--- src/rtl/osc_pkg.sv ---
package osc_pkg;
  localparam int ADDR_W = 12;
  localparam int DATA_W = 32;
  localparam logic [ADDR_W-1:0] OFS_UNLOCK = 12'h10C;
  localparam logic [ADDR_W-1:0] OFS_OSCCTL = 12'h110;
  localparam logic [ADDR_W-1:0] OFS_CLKSEL = 12'h300;
  localparam logic [DATA_W-1:0] UNLOCK_WORD = 32'h0000_CB14;

  typedef enum logic [1:0] {
    SRC_HFOSC = 2'b00,
    SRC_RSV1  = 2'b01,
    SRC_RSV2  = 2'b10,
    SRC_EXT   = 2'b11
  } clk_src_e;

  function automatic logic sel_code_legal(input logic [1:0] code);
    return (code == SRC_HFOSC) || (code == SRC_EXT);
  endfunction

  function automatic logic [DATA_W-1:0] pack_oscctl(input logic en,
                                                    input logic hf_ok,
                                                    input logic lf_ok);
    logic [DATA_W-1:0] w;
    w    = '0;
    w[9] = hf_ok;
    w[8] = lf_ok;
    w[1] = en;
    return w;
  endfunction
endpackage

--- src/rtl/osc_addr_dec.sv ---
module osc_addr_dec #(
  parameter int AW = 12,
  parameter logic [AW-1:0] A_UNLOCK = '0,
  parameter logic [AW-1:0] A_OSCCTL = '0,
  parameter logic [AW-1:0] A_CLKSEL = '0
) (
  input  logic [AW-1:0] addr,
  output logic          hit_unlock,
  output logic          hit_oscctl,
  output logic          hit_clksel
);
  assign hit_unlock = (addr == A_UNLOCK);
  assign hit_oscctl = (addr == A_OSCCTL);
  assign hit_clksel = (addr == A_CLKSEL);
endmodule

--- src/rtl/osc_lock_fsm.sv ---
module osc_lock_fsm (
  input  logic clk,
  input  logic rst_n,
  input  logic wr_evt,
  input  logic rd_evt,
  input  logic key_ok,
  output logic unlocked
);
  logic unlocked_q;

  always_ff @(posedge clk or negedge rst_n) begin
    if (!rst_n)      unlocked_q <= 1'b0;
    else if (wr_evt) unlocked_q <= key_ok;
  end

  assign unlocked = unlocked_q;

  assert_read_keeps_lock_R6: assert property (@(posedge clk) disable iff (!rst_n)
    (rd_evt && !wr_evt) |=> $stable(unlocked_q));

  assert_bad_write_locks_R5: assert property (@(posedge clk) disable iff (!rst_n)
    (wr_evt && !key_ok) |=> !unlocked_q);
endmodule

--- src/rtl/osc_readmux.sv ---
module osc_readmux
  import osc_pkg::*;
(
  input  logic              sel,
  input  logic              hit_oscctl,
  input  logic              hit_clksel,
  input  logic              en,
  input  logic              hf_ok,
  input  logic              lf_ok,
  input  logic [1:0]        src,
  output logic [DATA_W-1:0] rdata
);
  always_comb begin
    rdata = '0;
    if (sel) begin
      if (hit_oscctl)      rdata = pack_oscctl(en, hf_ok, lf_ok);
      else if (hit_clksel) rdata = {{(DATA_W-2){1'b0}}, src};
    end
  end
endmodule

--- src/rtl/osc_keyctl_regs.sv ---
module osc_keyctl_regs
  import osc_pkg::*;
#(
  parameter logic [DATA_W-1:0] KEY_WORD = UNLOCK_WORD
) (
  input  logic              pclk,
  input  logic              presetn,
  input  logic              psel,
  input  logic              penable,
  input  logic              pwrite,
  input  logic [ADDR_W-1:0] paddr,
  input  logic [DATA_W-1:0] pwdata,
  output logic [DATA_W-1:0] prdata,
  input  logic              hf_stable_i,
  input  logic              lf_stable_i,
  output logic              hf_osc_en_o,
  output logic [1:0]        clk_src_sel_o
);
  logic hit_unlock, hit_oscctl, hit_clksel;
  logic wr_evt, rd_evt, key_ok, unlocked;
  logic ctl_commit, sel_commit;
  logic hf_en_q;
  logic [1:0] src_q;
  logic hf_ok;

  osc_addr_dec #(
    .AW(ADDR_W), .A_UNLOCK(OFS_UNLOCK), .A_OSCCTL(OFS_OSCCTL), .A_CLKSEL(OFS_CLKSEL)
  ) u_dec (
    .addr(paddr), .hit_unlock(hit_unlock), .hit_oscctl(hit_oscctl), .hit_clksel(hit_clksel)
  );

  assign wr_evt = psel && penable && pwrite;
  assign rd_evt = psel && penable && !pwrite;
  assign key_ok = hit_unlock && (pwdata == KEY_WORD);

  osc_lock_fsm u_lock (
    .clk(pclk), .rst_n(presetn), .wr_evt(wr_evt), .rd_evt(rd_evt),
    .key_ok(key_ok), .unlocked(unlocked)
  );

  assign ctl_commit = wr_evt && hit_oscctl && unlocked;
  assign sel_commit = wr_evt && hit_clksel && sel_code_legal(pwdata[1:0]);

  always_ff @(posedge pclk or negedge presetn) begin
    if (!presetn) begin
      hf_en_q <= 1'b1;
      src_q   <= SRC_HFOSC;
    end else begin
      if (ctl_commit) hf_en_q <= pwdata[1];
      if (sel_commit) src_q   <= pwdata[1:0];
    end
  end

  assign hf_ok = hf_en_q && hf_stable_i;

  osc_readmux u_rd (
    .sel(psel), .hit_oscctl(hit_oscctl), .hit_clksel(hit_clksel),
    .en(hf_en_q), .hf_ok(hf_ok), .lf_ok(lf_stable_i), .src(src_q), .rdata(prdata)
  );

  assign hf_osc_en_o   = hf_en_q;
  assign clk_src_sel_o = src_q;

  assert_en_change_needs_unlock_R2: assert property (@(posedge pclk) disable iff (!presetn)
    !$stable(hf_en_q) |-> $past(unlocked));

  assert_locked_ctl_dropped_R3: assert property (@(posedge pclk) disable iff (!presetn)
    (wr_evt && hit_oscctl && !unlocked) |=> $stable(hf_osc_en_o));

  assert_commit_relocks_R7: assert property (@(posedge pclk) disable iff (!presetn)
    ctl_commit |=> !unlocked);

  assert_hfok_gated_R8: assert property (@(posedge pclk) disable iff (!presetn)
    (psel && hit_oscctl && !hf_osc_en_o) |-> !prdata[9]);

  assert_reserved_zero_R10: assert property (@(posedge pclk) disable iff (!presetn)
    (psel && hit_oscctl) |-> (prdata[31:10] == '0 && prdata[7:2] == '0 && !prdata[0]));

  assert_sel_never_reserved_R12: assert property (@(posedge pclk) disable iff (!presetn)
    (clk_src_sel_o != SRC_RSV1) && (clk_src_sel_o != SRC_RSV2));
endmodule

--- config.mk ---
export PLATFORM = sky130hd
export DESIGN_NAME = osc_keyctl_regs
export DESIGN_NICKNAME = d
export VERILOG_FILES = /design/src/rtl/osc_pkg.sv /design/src/rtl/osc_addr_dec.sv /design/src/rtl/osc_lock_fsm.sv /design/src/rtl/osc_readmux.sv /design/src/rtl/osc_keyctl_regs.sv
export SDC_FILE = /design/constraint.sdc
export NUM_CORES = 1
export LEC_CHECK = 0
export ABC_AREA = 1
export BUFFER_PORTS_ARGS = -buffer_cell sky130_fd_sc_hd__buf_2
export CELL_PAD_IN_SITES_DETAIL_PLACEMENT = 0
export CELL_PAD_IN_SITES_GLOBAL_PLACEMENT = 1
export CORE_MARGIN = 2
export CORE_UTILIZATION = 20
export DETAILED_ROUTE_END_ITERATION = 10
export PLACE_DENSITY = 0.95
export REMOVE_ABC_BUFFERS = 1
export SLEW_MARGIN = 10
export SYNTH_ARGS = -nofsm -noshare
export SYNTH_HDL_FRONTEND = slang
export SYNTH_SLANG_ARGS = --single-unit
--- constraint.sdc ---
create_clock -name pclk -period 1.5 [get_ports pclk]
set_clock_uncertainty 0.15 [all_clocks]
set_input_delay 0 -clock pclk [delete_from_list [all_inputs] [get_ports pclk]]
set_output_delay 0 -clock pclk [all_outputs]
set_load 0.01 [all_outputs]
**After elaboration in Yosys (flattened, before gate mapping)**

Cells that the tools add are included.

- Equal/unequal tests: 5
- Mux-type cells: 3
- Reductions and logical operators: 10

Operator list:

| cell | number |
|---|---|
| two-way mux 32 bit | 2 |
| == test 32 x 16 -> 1 bit, second input constant | 1 |
| == test 12 x 9 -> 1 bit, second input constant | 2 |
| == test 12 x 10 -> 1 bit, second input constant | 1 |
| logical AND 1 bit | 8 |
| == test 2 bit, second input constant | 1 |
| logical NOT 2 bit | 1 |
| two-way mux 2 bit | 1 |
| logical OR 1 bit | 1 |

- Output and inout port bits: 35
- Bits of input ports: 51
- Bits in registers: 4
- Logic and storage cells: 21

**Longest topological paths before layout**

- Depth after elaboration: 4
- Depth in mapped cells: 10
- Depth with buffers taken out: 10

**Modules after synthesis**

A second synthesis with hierarchy kept.

- Cell total of the unflattened synthesis: 140
- Area, all modules: 752.0 µm²

Modules (own cells, without submodules):

| module | sequential area each (µm²) | area each (µm²) | instances | cells each |
|---|---|---|---|---|
| osc_keyctl_regs | 76.3 | 322.8 | 1 | 63 |
| osc_readmux | 0.0 | 264.0 | 1 | 41 |
| osc_addr_dec | 0.0 | 125.1 | 1 | 31 |
| osc_lock_fsm | 25.0 | 40.0 | 1 | 5 |

**Least setup slack after synthesis**

Ideal clock, no wire load.

- Path type: reg2out
- Start: register hf_en_q, in the netlist hf_osc_en_o
- End: output port prdata[9]
- Setup slack: 0.521 ns
- Data required time: 1.350 ns
- Data arrival time: 0.829 ns
- Stages on the path, launching flop included: 3
- Path buffers: 0
- Path through: dfstp_2 > nand4_1 > nor2_1

- Longest elaborated chain between the ends: 3

Ends and longest elaborated chain:

| element | RTL line | RTL |
|---|---|---|
| start: declaration | osc_keyctl_regs.sv:22 | `logic hf_en_q;` |
| start signal: assignment | osc_keyctl_regs.sv:49 | `if (ctl_commit) hf_en_q <= pwdata[1];` |
| logical AND 1 bit | osc_keyctl_regs.sv:54 | `assign hf_ok = hf_en_q && hf_stable_i;` |
| two-way mux 32 bit | osc_readmux.sv:16 | `if (hit_oscctl) rdata = pack_oscctl(en, hf_ok, lf_ok);` |
| two-way mux 32 bit | osc_readmux.sv:15 | `if (sel) begin` |
| end: declaration | osc_keyctl_regs.sv:13 | `output logic [DATA_W-1:0] prdata,` |

No other way between the ends.

**Final worst setup path**

- Start: input port pwdata[0]
- End: register src_q[0], in the netlist clk_src_sel_o[0]

- Longest elaborated chain between the ends: 3
- Elaborated cells between the ends (all ways): 4
- Classes of those cells: eq/ne: 1; reduce/logical: 3

Ends and longest elaborated chain:

| element | RTL line | RTL |
|---|---|---|
| start: declaration | osc_keyctl_regs.sv:12 | `input logic [DATA_W-1:0] pwdata,` |
| == test 2 bit / logical NOT 2 bit (equally long branches) | osc_pkg.sv:17 | `return (code == SRC_HFOSC) \|\| (code == SRC_EXT);` |
| logical OR 1 bit | osc_pkg.sv:17 |  |
| logical AND 1 bit | osc_keyctl_regs.sv:42 | `assign sel_commit = wr_evt && hit_clksel && sel_code_legal(pwdata[1:0]);` |
| end signal: assignment | osc_keyctl_regs.sv:50 | `if (sel_commit) src_q <= pwdata[1:0];` |
| end: declaration | osc_keyctl_regs.sv:23 | `logic [1:0] src_q;` |

Several ways; a longest one is shown, not always the timed one.
A chain may end at the register's enable or synchronous reset.

==> run summary <==
CLOCK NETWORK
--------------------------------------------------------------------------------------
CTS tree ................................................................          yes
Clk Latency, worst-skew pair ............................................       240 ps
Number of setup buffers added after CTS .................................            0
Root Buffer ............................................................. sky130_fd_sc_hd__clkbuf_4
CTS Buffer Depth ........................................................            2
Sink count of the clock tree ............................................            4
Clock transition at path regs ...........................................        40 ps
Number of buffers inserted during clock tree synthesis ..................            3
Number of H-tree levels .................................................            1

WORST SETUP PATH
--------------------------------------------------------------------------------------
Reg2Reg Capture Point ................................................... hf_osc_en_o$_DFFE_PN1P_
Minimum setup slack among reg-to-reg paths ..............................       550 ps
Crit path max fanout ....................................................            4
Depth of the worst register-to-register path ............................            6
Kind of capture point of the worst setup path ...........................     register
CP arrival ..............................................................      1350 ps
Crit path launch type ................................................... primary input
R2r startpoint .......................................................... u_lock.unlocked$_DFFE_PN0N_
Worst setup path category ...............................................       in2reg
Worst endpoint required time ............................................      1470 ps

ROUTING
--------------------------------------------------------------------------------------
Post-detailed-route via-to-cell ratio ...................................         3.55
Post-detailed-routing wire length .......................................      1880 um
Drt pass-1 iters ........................................................            4
Total number of vias ....................................................          855
Average detailed-routed wire length per instance ........................      7.80 um
Number of routed nets with antenna violations ...........................            0
Initial DRC count .......................................................           27
Post-detailed-route DRC marker count ....................................            0

YOSYS
--------------------------------------------------------------------------------------
Synth Instances .........................................................          126
Seq/Total Area, Yosys ...................................................        13.9%
Synthesized area ........................................................      727 um2
Count of yosys warnings during synthesis ................................            0
Register bit total from synthesis .......................................            4
Synth Area per Inst .....................................................     5.77 um2
Number of unique standard cell types used by synthesis ..................           18

POWER AND IR DROP
--------------------------------------------------------------------------------------
Leak Pwr ................................................................     0.645 nW
Internal power summed over all cells ....................................     0.286 mW
Power Density ...........................................................   389 nW/um2
Switch share ............................................................        31.9%
Overall power after layout ..............................................     0.420 mW
Clock network fraction of total power ...................................        35.6%
Comb pwr share ..........................................................        38.5%
Maximum vdd drop ........................................................     0.122 mV
Net switching power figure ..............................................     0.134 mW
Share of total power in sequential cells ................................        25.9%

FINAL LAYOUT
--------------------------------------------------------------------------------------
Final design instance area without fill .................................     1080 um2
Net total in the final layout ...........................................          248
Area growth from synthesis to layout ....................................        48.5%
Non-Filler Instances ....................................................          241
Final-layout fill cell count ............................................          398
Share of layout cells above drive strength 1 ............................        36.9%
Number of diodes added for antenna fixing ...............................            0

PLACEMENT
--------------------------------------------------------------------------------------
Placed Cells incl. Taps .................................................          228
Number of port buffers ..................................................           57
Setup slack after placement .............................................       446 ps
DP Area .................................................................      961 um2
Weighted congestion reported at the end of routability-driven placement .        0.683
Hpwl dp .................................................................      1620 um

FLOORPLANNING
--------------------------------------------------------------------------------------
Width of the die ........................................................      64.3 um
Vertical extent of the die ..............................................      64.3 um
Row cnt .................................................................           21
Number of primary I/O pins ..............................................           86
Starting density of the core ............................................        21.3%
Die Footprint ...........................................................     4130 um2
Area of the core ........................................................     3420 um2

HOLD PATH
--------------------------------------------------------------------------------------
Worst Hold Launch .......................................................   pwdata[10]
Depth of the worst hold-timing path .....................................            8
WHS Endpoint ............................................................ u_lock.unlocked$_DFFE_PN0N_
Path category of the worst min-delay check ..............................       in2reg

GLOBAL ROUTE
--------------------------------------------------------------------------------------
Number of global-route vias before repair ...............................          783
Total global routing overflow ...........................................            0
First-pass GRT wire length ..............................................      3030 um
Number of antenna violations at the first check in global routing .......            0
Largest net degree at the start of global routing .......................            6
Total track usage .......................................................        9.32%

TIMING
--------------------------------------------------------------------------------------
Share of the clock period used by the worst path ........................        92.0%
Final hold violations ...................................................            0
Time the final worst path needs with I/O delays and setup ...............      1380 ps
Achievable clock frequency ..............................................    0.725 GHz
Final setup margin ......................................................       120 ps
Final TNS setup .........................................................         0 ps
Number of max-slew violations in the final report .......................            0
Setup-failing EPs final .................................................            0
RSZ-0062 raised after global routing ....................................        false

FLOW RUN
--------------------------------------------------------------------------------------
Max-Cap Viols ...........................................................            0

OUTCOME
--------------------------------------------------------------------------------------
Status .................................................................. complete, no violations

[cells by family (layout without fill, tap and decap cells)]
group           count (synthesis)  in the layout  synth area share (%)
buf+inv                        49             91                  39.8
flops                           4              4                  13.9
fa+ha+maj                       1              1                  1.72
compound gates                  3              3                  2.06
simple gates                   68             68                  42.0
other cells                     1             28                 0.516
[flip-flops by register name, summed over array words and instances, names as in the netlist]
signal and flops:
u_lock.unlocked 1, hf_osc_en_o 1, clk_src_sel_o 2
[power groups by stage]
stage	sequential [mW]	combinational, mW	clock (mW)
after floorplan	0.110	0.0680	0
after global placement	0.110	0.141	0
after detailed placement	0.110	0.142	0
after CTS	0.109	0.160	0.156
after global routing	0.108	0.185	0.166
final	0.109	0.161	0.150
[worst max-delay path by stage]
| stage | start | slack [ps] | depth (start not counted) | to |
|---|---|---|---|---|
| final | pwdata[0] | 120 | 8 | clk_src_sel_o[0]$_DFFE_PN0P_ |
| after global routing | pwdata[0] | 2 | 8 | clk_src_sel_o[0]$_DFFE_PN0P_ |
| after detailed placement | pwdata[0] | 450 | 7 | clk_src_sel_o[1]$_DFFE_PN0P_ |
| after global placement | pwdata[0] | 460 | 11 | u_lock.unlocked$_DFFE_PN0N_ |
| after CTS | pwrite | 30 | 6 | u_lock.unlocked$_DFFE_PN0N_ |
| after floorplan | hf_osc_en_o$_DFFE_PN1P_ | 520 | 2 | prdata[9] |
[cell type report]
| class | count | area [um2] | share of cell area, % |
|---|---|---|---|
| well taps | 46 | 57.6 | 5.33 |
| inverters | 21 | 78.8 | 7.30 |
| clock buffers | 4 | 26.3 | 2.43 |
| repair buffers | 66 | 378 | 35.0 |
| multi-input cells | 100 | 438 | 40.6 |
| flip-flops and latches | 4 | 101 | 9.39 |
[repair_timing]
action                                  4_1_cts  5_1_grt
resized for setup                             0        1
endpoints found under the setup margin        0        1
hold buffers                                  9        0
hold endpoints to repair                      8        0
[through the flow]
stage                     hold WS (ps)  util [%]
final                             16.2      31.6
after global routing              39.9      31.6
after CTS                         6.05      31.5
after detailed placement          -336      28.1
after global placement            -338      28.1
after floorplan                   -446         -
[worst max-delay path: stages]
cell and delay (ps):
sky130_fd_sc_hd__dlygate4sd3_1 540, sky130_fd_sc_hd__buf_2 120, sky130_fd_sc_hd__inv_1 70, sky130_fd_sc_hd__ha_1 240, sky130_fd_sc_hd__nor2_2 130, sky130_fd_sc_hd__nand3_2 110, sky130_fd_sc_hd__nand2_1 80, sky130_fd_sc_hd__o21ai_1 60
[synth_stat cells (all sizes together)]
| master | instances | area share, % |
|---|---|---|
| nor4 | 1 | 0.86 |
| nor2 | 31 | 19 |
| nand2 | 28 | 15 |
| inv | 21 | 11 |
| ha | 1 | 1.7 |
| conb | 1 | 0.52 |
| nand3 | 5 | 4.8 |
| dfstp | 1 | 3.6 |
| nor3 | 1 | 0.69 |
| buf | 28 | 29 |
| nand4 | 2 | 1.7 |
| dfrtp | 3 | 10 |
| o21ai | 3 | 2.1 |
[placed cells by master (no fill, tap or decap), types with 2 or more instances in the layout]
| cell | netlist | routed |
|---|---|---|
| sky130_fd_sc_hd__buf_2 | 0 | 57 |
| sky130_fd_sc_hd__clkbuf_4 | 0 | 3 |
| sky130_fd_sc_hd__conb_1 | 1 | 28 |
| sky130_fd_sc_hd__dfrtp_1 | 3 | 3 |
| sky130_fd_sc_hd__dlygate4sd3_1 | 0 | 8 |
| sky130_fd_sc_hd__inv_1 | 20 | 20 |
| sky130_fd_sc_hd__nand2_1 | 26 | 26 |
| sky130_fd_sc_hd__nand2_2 | 2 | 2 |
| sky130_fd_sc_hd__nand3_1 | 3 | 3 |
| sky130_fd_sc_hd__nand3_2 | 2 | 2 |
| sky130_fd_sc_hd__nand4_1 | 2 | 2 |
| sky130_fd_sc_hd__nor2_1 | 25 | 25 |
| sky130_fd_sc_hd__nor2_2 | 5 | 5 |
| sky130_fd_sc_hd__o21ai_1 | 3 | 3 |
[routing by layer]
metal / wire, um / vias up / GRT usage, %
met5: 0 / - / 0
met4: 7 / 0 / 2.39
met3: 218 / 2 / 3.70
met2: 989 / 48 / 18.0
met1: 666 / 350 / 9.13
li1: - / 455 / -
Power figures use the tool's default switching activity.
